$ cat src/rtl/mdac_pkg.sv
package mdac_pkg;

  typedef enum logic [2:0] {
    MODE_MUL_U     = 3'b000,
    MODE_MUL_S     = 3'b001,
    MODE_MAC_U     = 3'b010,
    MODE_MAC_S     = 3'b011,
    MODE_DIV_IRQ   = 3'b100,
    MODE_DIV_QUIET = 3'b110
  } mode_e;

  // control word bit positions
  localparam int CB_DIV  = 7;
  localparam int CB_MAC  = 6;
  localparam int CB_SGN  = 3;
  localparam int CB_OVF  = 2;
  localparam int CB_GO   = 0;

  // register word addresses
  localparam logic [2:0] RA_CTRL = 3'd0;
  localparam logic [2:0] RA_OPS  = 3'd1;
  localparam logic [2:0] RA_PROD = 3'd2;
  localparam logic [2:0] RA_ACC  = 3'd3;
  localparam logic [2:0] RA_DVD  = 3'd4;
  localparam logic [2:0] RA_DVS  = 3'd5;
  localparam logic [2:0] RA_QUO  = 3'd6;
  localparam logic [2:0] RA_REM  = 3'd7;

  function automatic logic mode_ok(input logic [2:0] m);
    return (m != 3'b101) && (m != 3'b111);
  endfunction

endpackage

$ cat src/rtl/mdac_ctrl.sv
module mdac_ctrl
  import mdac_pkg::*;
(
  input  logic       clk,
  input  logic       rst,
  input  logic       wr,
  input  logic       w_div,
  input  logic       w_mac,
  input  logic       w_sgn,
  input  logic       w_ovf,
  input  logic       w_go,
  input  logic       div_busy,
  input  logic       ovf_hit,
  output logic [2:0] mode,
  output logic       ovf,
  output logic       go
);

  logic [2:0] req;
  logic       take;
  logic [2:0] mode_nx;

  assign req     = {w_div, w_mac, w_sgn};
  assign take    = wr && !div_busy && mode_ok(req);
  assign mode_nx = take ? req : mode;
  assign go      = wr && w_go && !div_busy && mode_nx[2];

  always_ff @(posedge clk) begin
    if (rst) begin
      mode <= MODE_MUL_U;
      ovf  <= 1'b0;
    end else begin
      mode <= mode_nx;
      if (ovf_hit)
        ovf <= 1'b1;
      else if (wr && !w_ovf)
        ovf <= 1'b0;
    end
  end

  assert_mode_legal_R2: assert property (@(posedge clk) disable iff (rst)
    mode_ok(mode));

  assert_ovf_sticky_R7: assert property (@(posedge clk) disable iff (rst)
    (ovf && !(wr && !w_ovf)) |=> ovf);

  assert_mode_frozen_R11: assert property (@(posedge clk) disable iff (rst)
    div_busy |=> $stable(mode));

endmodule

$ cat src/rtl/mdac_mac.sv
module mdac_mac #(
  parameter int OP_W = 16
) (
  input  logic              clk,
  input  logic              rst,
  input  logic              fire,
  input  logic              acc_mode,
  input  logic              sgn,
  input  logic [OP_W-1:0]   opa,
  input  logic [OP_W-1:0]   opb,
  input  logic              acc_wr,
  input  logic [OP_W/4-1:0] acc_be,
  input  logic [2*OP_W-1:0] acc_wd,
  output logic [2*OP_W-1:0] product,
  output logic [2*OP_W-1:0] acc,
  output logic              ovf_hit
);

  localparam int DW = 2 * OP_W;
  localparam int NB = DW / 8;

  logic [DW-1:0] ext_a, ext_b, prod;
  logic [DW:0]   sum;
  logic          ovf_u, ovf_s;

  always_comb begin
    ext_a = sgn ? {{OP_W{opa[OP_W-1]}}, opa} : {{OP_W{1'b0}}, opa};
    ext_b = sgn ? {{OP_W{opb[OP_W-1]}}, opb} : {{OP_W{1'b0}}, opb};
    prod  = ext_a * ext_b;
    sum   = {1'b0, acc} + {1'b0, prod};
    ovf_u = sum[DW];
    ovf_s = (!acc[DW-1] && !prod[DW-1] &&  sum[DW-1]) ||
            ( acc[DW-1] &&  prod[DW-1] && !sum[DW-1]);
  end

  assign ovf_hit = fire && acc_mode && (sgn ? ovf_s : ovf_u);

  always_ff @(posedge clk) begin
    if (rst) begin
      product <= '0;
      acc     <= '0;
    end else begin
      if (fire)
        product <= prod;
      if (fire && acc_mode)
        acc <= sum[DW-1:0];
      else if (acc_wr) begin
        for (int i = 0; i < NB; i++)
          if (acc_be[i]) acc[i*8 +: 8] <= acc_wd[i*8 +: 8];
      end
    end
  end

  assert_acc_hold_R12: assert property (@(posedge clk) disable iff (rst)
    (!fire && !acc_wr) |=> $stable(acc));

  assert_prod_hold_R3: assert property (@(posedge clk) disable iff (rst)
    !fire |=> $stable(product));

endmodule

$ cat src/rtl/mdac_div.sv
module mdac_div #(
  parameter int DW = 32
) (
  input  logic          clk,
  input  logic          rst,
  input  logic          start,
  input  logic          irq_en,
  input  logic [DW-1:0] dividend,
  input  logic [DW-1:0] divisor,
  output logic          busy,
  output logic          irq,
  output logic [DW-1:0] quot,
  output logic [DW-1:0] rem
);

  localparam int CW = $clog2(DW);
  localparam logic [CW-1:0] LAST = CW'(DW - 1);

  logic [CW-1:0] cnt;
  logic [DW-1:0] qw, rw, dw;
  logic [DW:0]   shifted, diff;
  logic          fits;
  logic [DW-1:0] q_n, r_n;

  always_comb begin
    shifted = {rw, qw[DW-1]};
    diff    = shifted - {1'b0, dw};
    fits    = !diff[DW];
    r_n     = fits ? diff[DW-1:0] : shifted[DW-1:0];
    q_n     = {qw[DW-2:0], fits};
  end

  always_ff @(posedge clk) begin
    if (rst) begin
      busy <= 1'b0;
      irq  <= 1'b0;
      cnt  <= '0;
      qw   <= '0;
      rw   <= '0;
      dw   <= '0;
      quot <= '0;
      rem  <= '0;
    end else begin
      irq <= 1'b0;
      if (start && !busy) begin
        busy <= 1'b1;
        cnt  <= '0;
        qw   <= dividend;
        rw   <= '0;
        dw   <= divisor;
      end else if (busy) begin
        qw <= q_n;
        rw <= r_n;
        if (cnt == LAST) begin
          busy <= 1'b0;
          quot <= q_n;
          rem  <= r_n;
          irq  <= irq_en;
        end else begin
          cnt <= cnt + 1'b1;
        end
      end
    end
  end

  assert_busy_span_R8: assert property (@(posedge clk) disable iff (rst)
    (busy && cnt != LAST) |=> busy);

  assert_irq_pulse_R9: assert property (@(posedge clk) disable iff (rst)
    irq |=> !irq);

  assert_div_zero_R10: assert property (@(posedge clk) disable iff (rst)
    ($fell(busy) && dw == '0) |-> (quot == '1));

endmodule

$ cat src/rtl/mdac_unit.sv
module mdac_unit
  import mdac_pkg::*;
#(
  parameter int OP_W = 16
) (
  input  logic              clk,
  input  logic              rst,
  input  logic              bus_wr,
  input  logic [2:0]        bus_addr,
  input  logic [OP_W/4-1:0] bus_be,
  input  logic [2*OP_W-1:0] bus_wdata,
  output logic [2*OP_W-1:0] bus_rdata,
  output logic              div_irq
);

  localparam int DW = 2 * OP_W;
  localparam int NB = DW / 8;

  logic          wr_ctrl, wr_ops, wr_acc, wr_dvd, wr_dvs;
  logic [2:0]    mode;
  logic          ovf, go, busy, ovf_hit, fire, sign_flag;
  logic [DW-1:0] ops_q, ops_nx, dvd_q, dvs_q;
  logic [DW-1:0] product, acc, quot, rem;
  logic [7:0]    ctrl_rd;

  assign wr_ctrl = bus_wr && (bus_addr == RA_CTRL) && bus_be[0];
  assign wr_ops  = bus_wr && (bus_addr == RA_OPS);
  assign wr_acc  = bus_wr && (bus_addr == RA_ACC);
  assign wr_dvd  = bus_wr && (bus_addr == RA_DVD);
  assign wr_dvs  = bus_wr && (bus_addr == RA_DVS);

  always_comb begin
    ops_nx = ops_q;
    for (int i = 0; i < NB; i++)
      if (bus_be[i]) ops_nx[i*8 +: 8] = bus_wdata[i*8 +: 8];
  end

  assign fire = wr_ops && !mode[2];

  mdac_ctrl u_ctrl (
    .clk      (clk),
    .rst      (rst),
    .wr       (wr_ctrl),
    .w_div    (bus_wdata[CB_DIV]),
    .w_mac    (bus_wdata[CB_MAC]),
    .w_sgn    (bus_wdata[CB_SGN]),
    .w_ovf    (bus_wdata[CB_OVF]),
    .w_go     (bus_wdata[CB_GO]),
    .div_busy (busy),
    .ovf_hit  (ovf_hit),
    .mode     (mode),
    .ovf      (ovf),
    .go       (go)
  );

  mdac_mac #(.OP_W(OP_W)) u_mac (
    .clk      (clk),
    .rst      (rst),
    .fire     (fire),
    .acc_mode (mode[1] && !mode[2]),
    .sgn      (mode[0]),
    .opa      (ops_nx[OP_W-1:0]),
    .opb      (ops_nx[DW-1:OP_W]),
    .acc_wr   (wr_acc),
    .acc_be   (bus_be),
    .acc_wd   (bus_wdata),
    .product  (product),
    .acc      (acc),
    .ovf_hit  (ovf_hit)
  );

  mdac_div #(.DW(DW)) u_div (
    .clk      (clk),
    .rst      (rst),
    .start    (go),
    .irq_en   (mode == MODE_DIV_IRQ),
    .dividend (dvd_q),
    .divisor  (dvs_q),
    .busy     (busy),
    .irq      (div_irq),
    .quot     (quot),
    .rem      (rem)
  );

  always_ff @(posedge clk) begin
    if (rst) begin
      ops_q <= '0;
      dvd_q <= '0;
      dvs_q <= '0;
    end else begin
      if (wr_ops) ops_q <= ops_nx;
      for (int i = 0; i < NB; i++) begin
        if (wr_dvd && bus_be[i]) dvd_q[i*8 +: 8] <= bus_wdata[i*8 +: 8];
        if (wr_dvs && bus_be[i]) dvs_q[i*8 +: 8] <= bus_wdata[i*8 +: 8];
      end
    end
  end

  assign sign_flag = (mode == MODE_MAC_S) ? acc[DW-1] : 1'b0;
  assign ctrl_rd   = {mode[2], mode[1], 2'b00, mode[0], ovf, sign_flag, busy};

  always_ff @(posedge clk) begin
    if (rst) begin
      bus_rdata <= '0;
    end else begin
      case (bus_addr)
        RA_CTRL: bus_rdata <= {{(DW-8){1'b0}}, ctrl_rd};
        RA_OPS:  bus_rdata <= ops_q;
        RA_PROD: bus_rdata <= product;
        RA_ACC:  bus_rdata <= acc;
        RA_DVD:  bus_rdata <= dvd_q;
        RA_DVS:  bus_rdata <= dvs_q;
        RA_QUO:  bus_rdata <= quot;
        default: bus_rdata <= rem;
      endcase
    end
  end

  assert_irq_mode_R9: assert property (@(posedge clk) disable iff (rst)
    div_irq |-> (mode == MODE_DIV_IRQ));

  assert_div_ops_inert_R12: assert property (@(posedge clk) disable iff (rst)
    (wr_ops && mode[2]) |=> ($stable(product) && $stable(acc)));

  assert_go_needs_div_R11: assert property (@(posedge clk) disable iff (rst)
    $rose(busy) |-> mode[2]);

endmodule

$ cat config.mk
export PLATFORM = sky130hd
export DESIGN_NAME = mdac_unit
export DESIGN_NICKNAME = d
export VERILOG_FILES = /design/src/rtl/mdac_pkg.sv /design/src/rtl/mdac_ctrl.sv /design/src/rtl/mdac_mac.sv /design/src/rtl/mdac_div.sv /design/src/rtl/mdac_unit.sv
export SDC_FILE = /design/constraint.sdc
export NUM_CORES = 2
export LEC_CHECK = 0
export BUFFER_PORTS_ARGS = -buffer_cell sky130_fd_sc_hd__buf_4
export CAP_MARGIN = 40
export CORE_MARGIN = 4
export CORE_UTILIZATION = 45
export DETAILED_ROUTE_END_ITERATION = 8
export HOLD_SLACK_MARGIN = 0.06
export PLACE_DENSITY = 0.61
export REMOVE_ABC_BUFFERS = 1
export SKIP_CTS_REPAIR_TIMING = 1
export SYNTH_ARGS = -nofsm -noshare
export SYNTH_HDL_FRONTEND = slang
export SYNTH_HIERARCHICAL = 1
export SYNTH_SLANG_ARGS = --single-unit
$ cat constraint.sdc
create_clock -name clk -period 10.2 [get_ports clk]
set_input_delay 0 -clock clk [delete_from_list [all_inputs] [get_ports clk]]
set_output_delay 0 -clock clk [all_outputs]
set_load 0.005 [all_outputs]
==> impl_metrics.json <==
{
  "synth_top_cell_by_area": "dfxtp_1",
  "chipHeight_microns": 273,
  "critical_path.max_stage_delay_ns": 0.56,
  "drt_iter0_markers": 1802,
  "critPathMostFrequentCell": "fa_1",
  "tritoncts": "done",
  "seqCellArea_sq_um": 7270,
  "antenna_found_initial": 0,
  "numCtsBuffers": 39,
  "nNetsFinal": 4186,
  "max-vdd-ir-drop_uv": 97.5,
  "drive_gt1_share_pct": 7.43,
  "slew_headroom_pct": 40.4,
  "fmax_mhz": 105,
  "cts.path.max_buffers": 3,
  "final_cell_mix": "nand2_1, inv_1, dfxtp_1",
  "slowest_stage": "dlygate4sd3_1",
  "path_class": "in -> reg",
  "grt_setup_unrepaired": "false",
  "async_reset_ff_share_pct": 0,
  "tns_ns": 0,
  "clk_latency_ns": 0.54,
  "dr.pass1.iters": 7,
  "syn_to_final_growth_pct": 9.32,
  "dp_cells": 4451,
  "rows": 97,
  "maxCapViolCount": 0,
  "worst_slew_pin_slew_ns": 0.894,
  "final_common_cell": "nand2_1",
  "required_ns": 10.58,
  "setup_viol": 0,
  "dpl_cell_area_sq_um": 32800,
  "ys_ff_latch": 363,
  "multi_input_area_sq_um": 22000,
  "fp.dieW_microns": 273,
  "syn_area_sq_um": 31700,
  "cts_num_sinks": 363,
  "fillers": 6815,
  "grt_pass1_wl_microns": 144000,
  "worst-path-max-fanout": 35,
  "initial_utilization_pct": 45.3,
  "hpwl_microns": 69200,
  "vias": 25200,
  "synth_area_per_cell_sq_um": 8.76,
  "ys_warn_count": 6,
  "fp.coreArea_sq_um": 69900,
  "finClkSkew_ns": 0.0238,
  "layout.cells.non_filler": 4576,
  "p_leak_nw": 15.0,
  "dieArea_sq_um": 74700,
  "final-max-slew-violation-count": 0,
  "grt_overflow": 0,
  "final_area_sq_um": 34600,
  "path_clk_slew_ns": 0.06,
  "powerDensity_nw_per_um2": 125,
  "synth_flop_cell": "dfxtp_1",
  "viasPerCell": 5.51,
  "postRouteAntennaNets": 0,
  "hold_path_class": "in -> reg",
  "synth_cell_types": 82,
  "grt_start_max_net_pins": 86,
  "syn_inst": 3615,
  "root_buffer": "clkbuf_16",
  "period_share_pct": 93.0,
  "wl_per_cell_microns": 20.2,
  "wl_microns": 92300,
  "io_buffers": 74,
  "gp_congestion": 0.934,
  "outcome": "complete, no violations",
  "grt_usage_pct": 24.2,
  "diodes": 0,
  "grt_pass1_vias": 24900,
  "synth_top_cell_area_share_pct": 22.9,
  "synthTopCellsByArea": "dfxtp_1, fa_1, ha_1, nand2_1, inv_1",
  "ios": 75,
  "ctsHtreeMaxLevel": 2,
  "layout_min_cycle_time_ns": 9.49,
  "seq_area_frac_synth_pct": 22.9,
  "start_kind": "primary input",
  "synth_edf_count": 0,
  "crit_arrival_ns": 9.87,
  "drc": 0,
  "endpoint_kind": "flip-flop",
  "hold_viol_final": 0
}
## flip-flops by register name (all words and copies together), names as in the netlist
name	cells
dvd_q	32
bus_rdata	32
u_div/busy	1
u_div/dw	32
u_div/cnt	5
u_div/rw	32
ops_q	32
u_div/qw	32
u_ctrl/ovf	1
u_div/quot	32
u_mac/product	32
u_div/irq	1
dvs_q	32
u_mac/acc	32
u_div/rem	32
u_ctrl/mode	3
## metal layers
metal / up-vias / global-route usage [%] / part of all wire (%)
li1: 12000 / - / -
met1: 12400 / 34.4 / 46
met4: 0 / 7.58 / 3.1
met5: - / 0 / 0
met2: 742 / 39.0 / 46
met3: 131 / 2.59 / 5.5
## critical path, delay by kind of cell
family | cells | cell delay, ns
AND/OR/NAND/NOR | 6 | 1.20
AO/OA/AOI/OAI | 8 | 1.61
XOR/XNOR | 2 | 0.46
buffers and inverters | 7 | 1.25
multiplexers | 2 | 0.65
adder cells (fa/ha/maj) | 10 | 4.67
## final cells by class
| class | instances | share of cell area, % |
|---|---|---|
| repair buffers | 172 | 4.26 |
| clock buffers | 53 | 3.30 |
| clock inverters | 13 | 0.369 |
| inverters | 394 | 4.27 |
| multi-input cells | 2641 | 63.4 |
| flip-flops and latches | 363 | 21.0 |
| well taps | 940 | 3.40 |
## report_power, final
part,switching (mW),internal (mW),leakage (nW)
Clock,0.598,0.834,0.626
Sequential,0.0123,1.44,2.93
Combinational,0.898,0.545,11.5
Total,1.51,2.82,15.0
## cells in the mapped netlist (9+ instances only)
master	n
nand2_1	452
inv_1	394
dfxtp_1	363
fa_1	347
nor2_1	264
a21oi_1	247
ha_1	186
and2_1	142
clkbuf_1	142
mux2i_1	134
o21ai_0	116
nand3_1	98
xnor2_1	77
a211oi_1	63
mux2_2	58
a21o_1	53
xor2_1	40
a22o_1	33
nand2b_1	31
buf_2	30
a311oi_1	27
and3_1	23
a22oi_1	20
buf_4	20
nand4_1	19
nor2b_1	18
nor3_1	16
o21a_1	15
buf_6	13
o22a_1	13
buf_1	12
o21bai_1	11
o211ai_1	10
a222oi_1	9
## kinds of logic after synthesis
| family | Yosys count | synth area share (%) |
|---|---|---|
| and+or+nand+nor | 1103 | 15.9 |
| AOI/OAI and AO/OA | 694 | 14.3 |
| xor gates and xnor gates | 117 | 3.24 |
| buffers and inverters | 611 | 7.91 |
| DFF | 363 | 22.9 |
| muxes | 194 | 6.37 |
| adders and majority gates | 533 | 29.3 |
## worst paths after layout
check | cells past startpoint | endpoint | slack (ns) | start
worst max-delay path | 35 | u_ctrl/ovf | 0.71 | bus_be[1]
worst min-delay path | 5 | bus_rdata[28] | 0.07 | bus_addr[2]
worst max register to register | 31 | u_ctrl/ovf | 0.82 | u_ctrl/mode[0]
worst min register to register | 2 | u_div/dw[11] | 0.46 | u_div/dw[11]
## through the flow
step | total power, mW | utilization [%] | hold slack [ns] | worst slack [ns]
after floorplan | 2.47 | - | 0.0646 | 1.42
after global placement | 2.87 | 46.8 | 0.302 | 0.784
after detailed placement | 2.89 | 46.9 | 0.308 | 0.669
after CTS | 4.32 | 48.7 | -0.266 | 0.692
after global routing | 4.56 | 49.5 | 0.0756 | 0.0562
final | 4.32 | 49.5 | 0.0665 | 0.715
(Power assumes the default switching activity.)
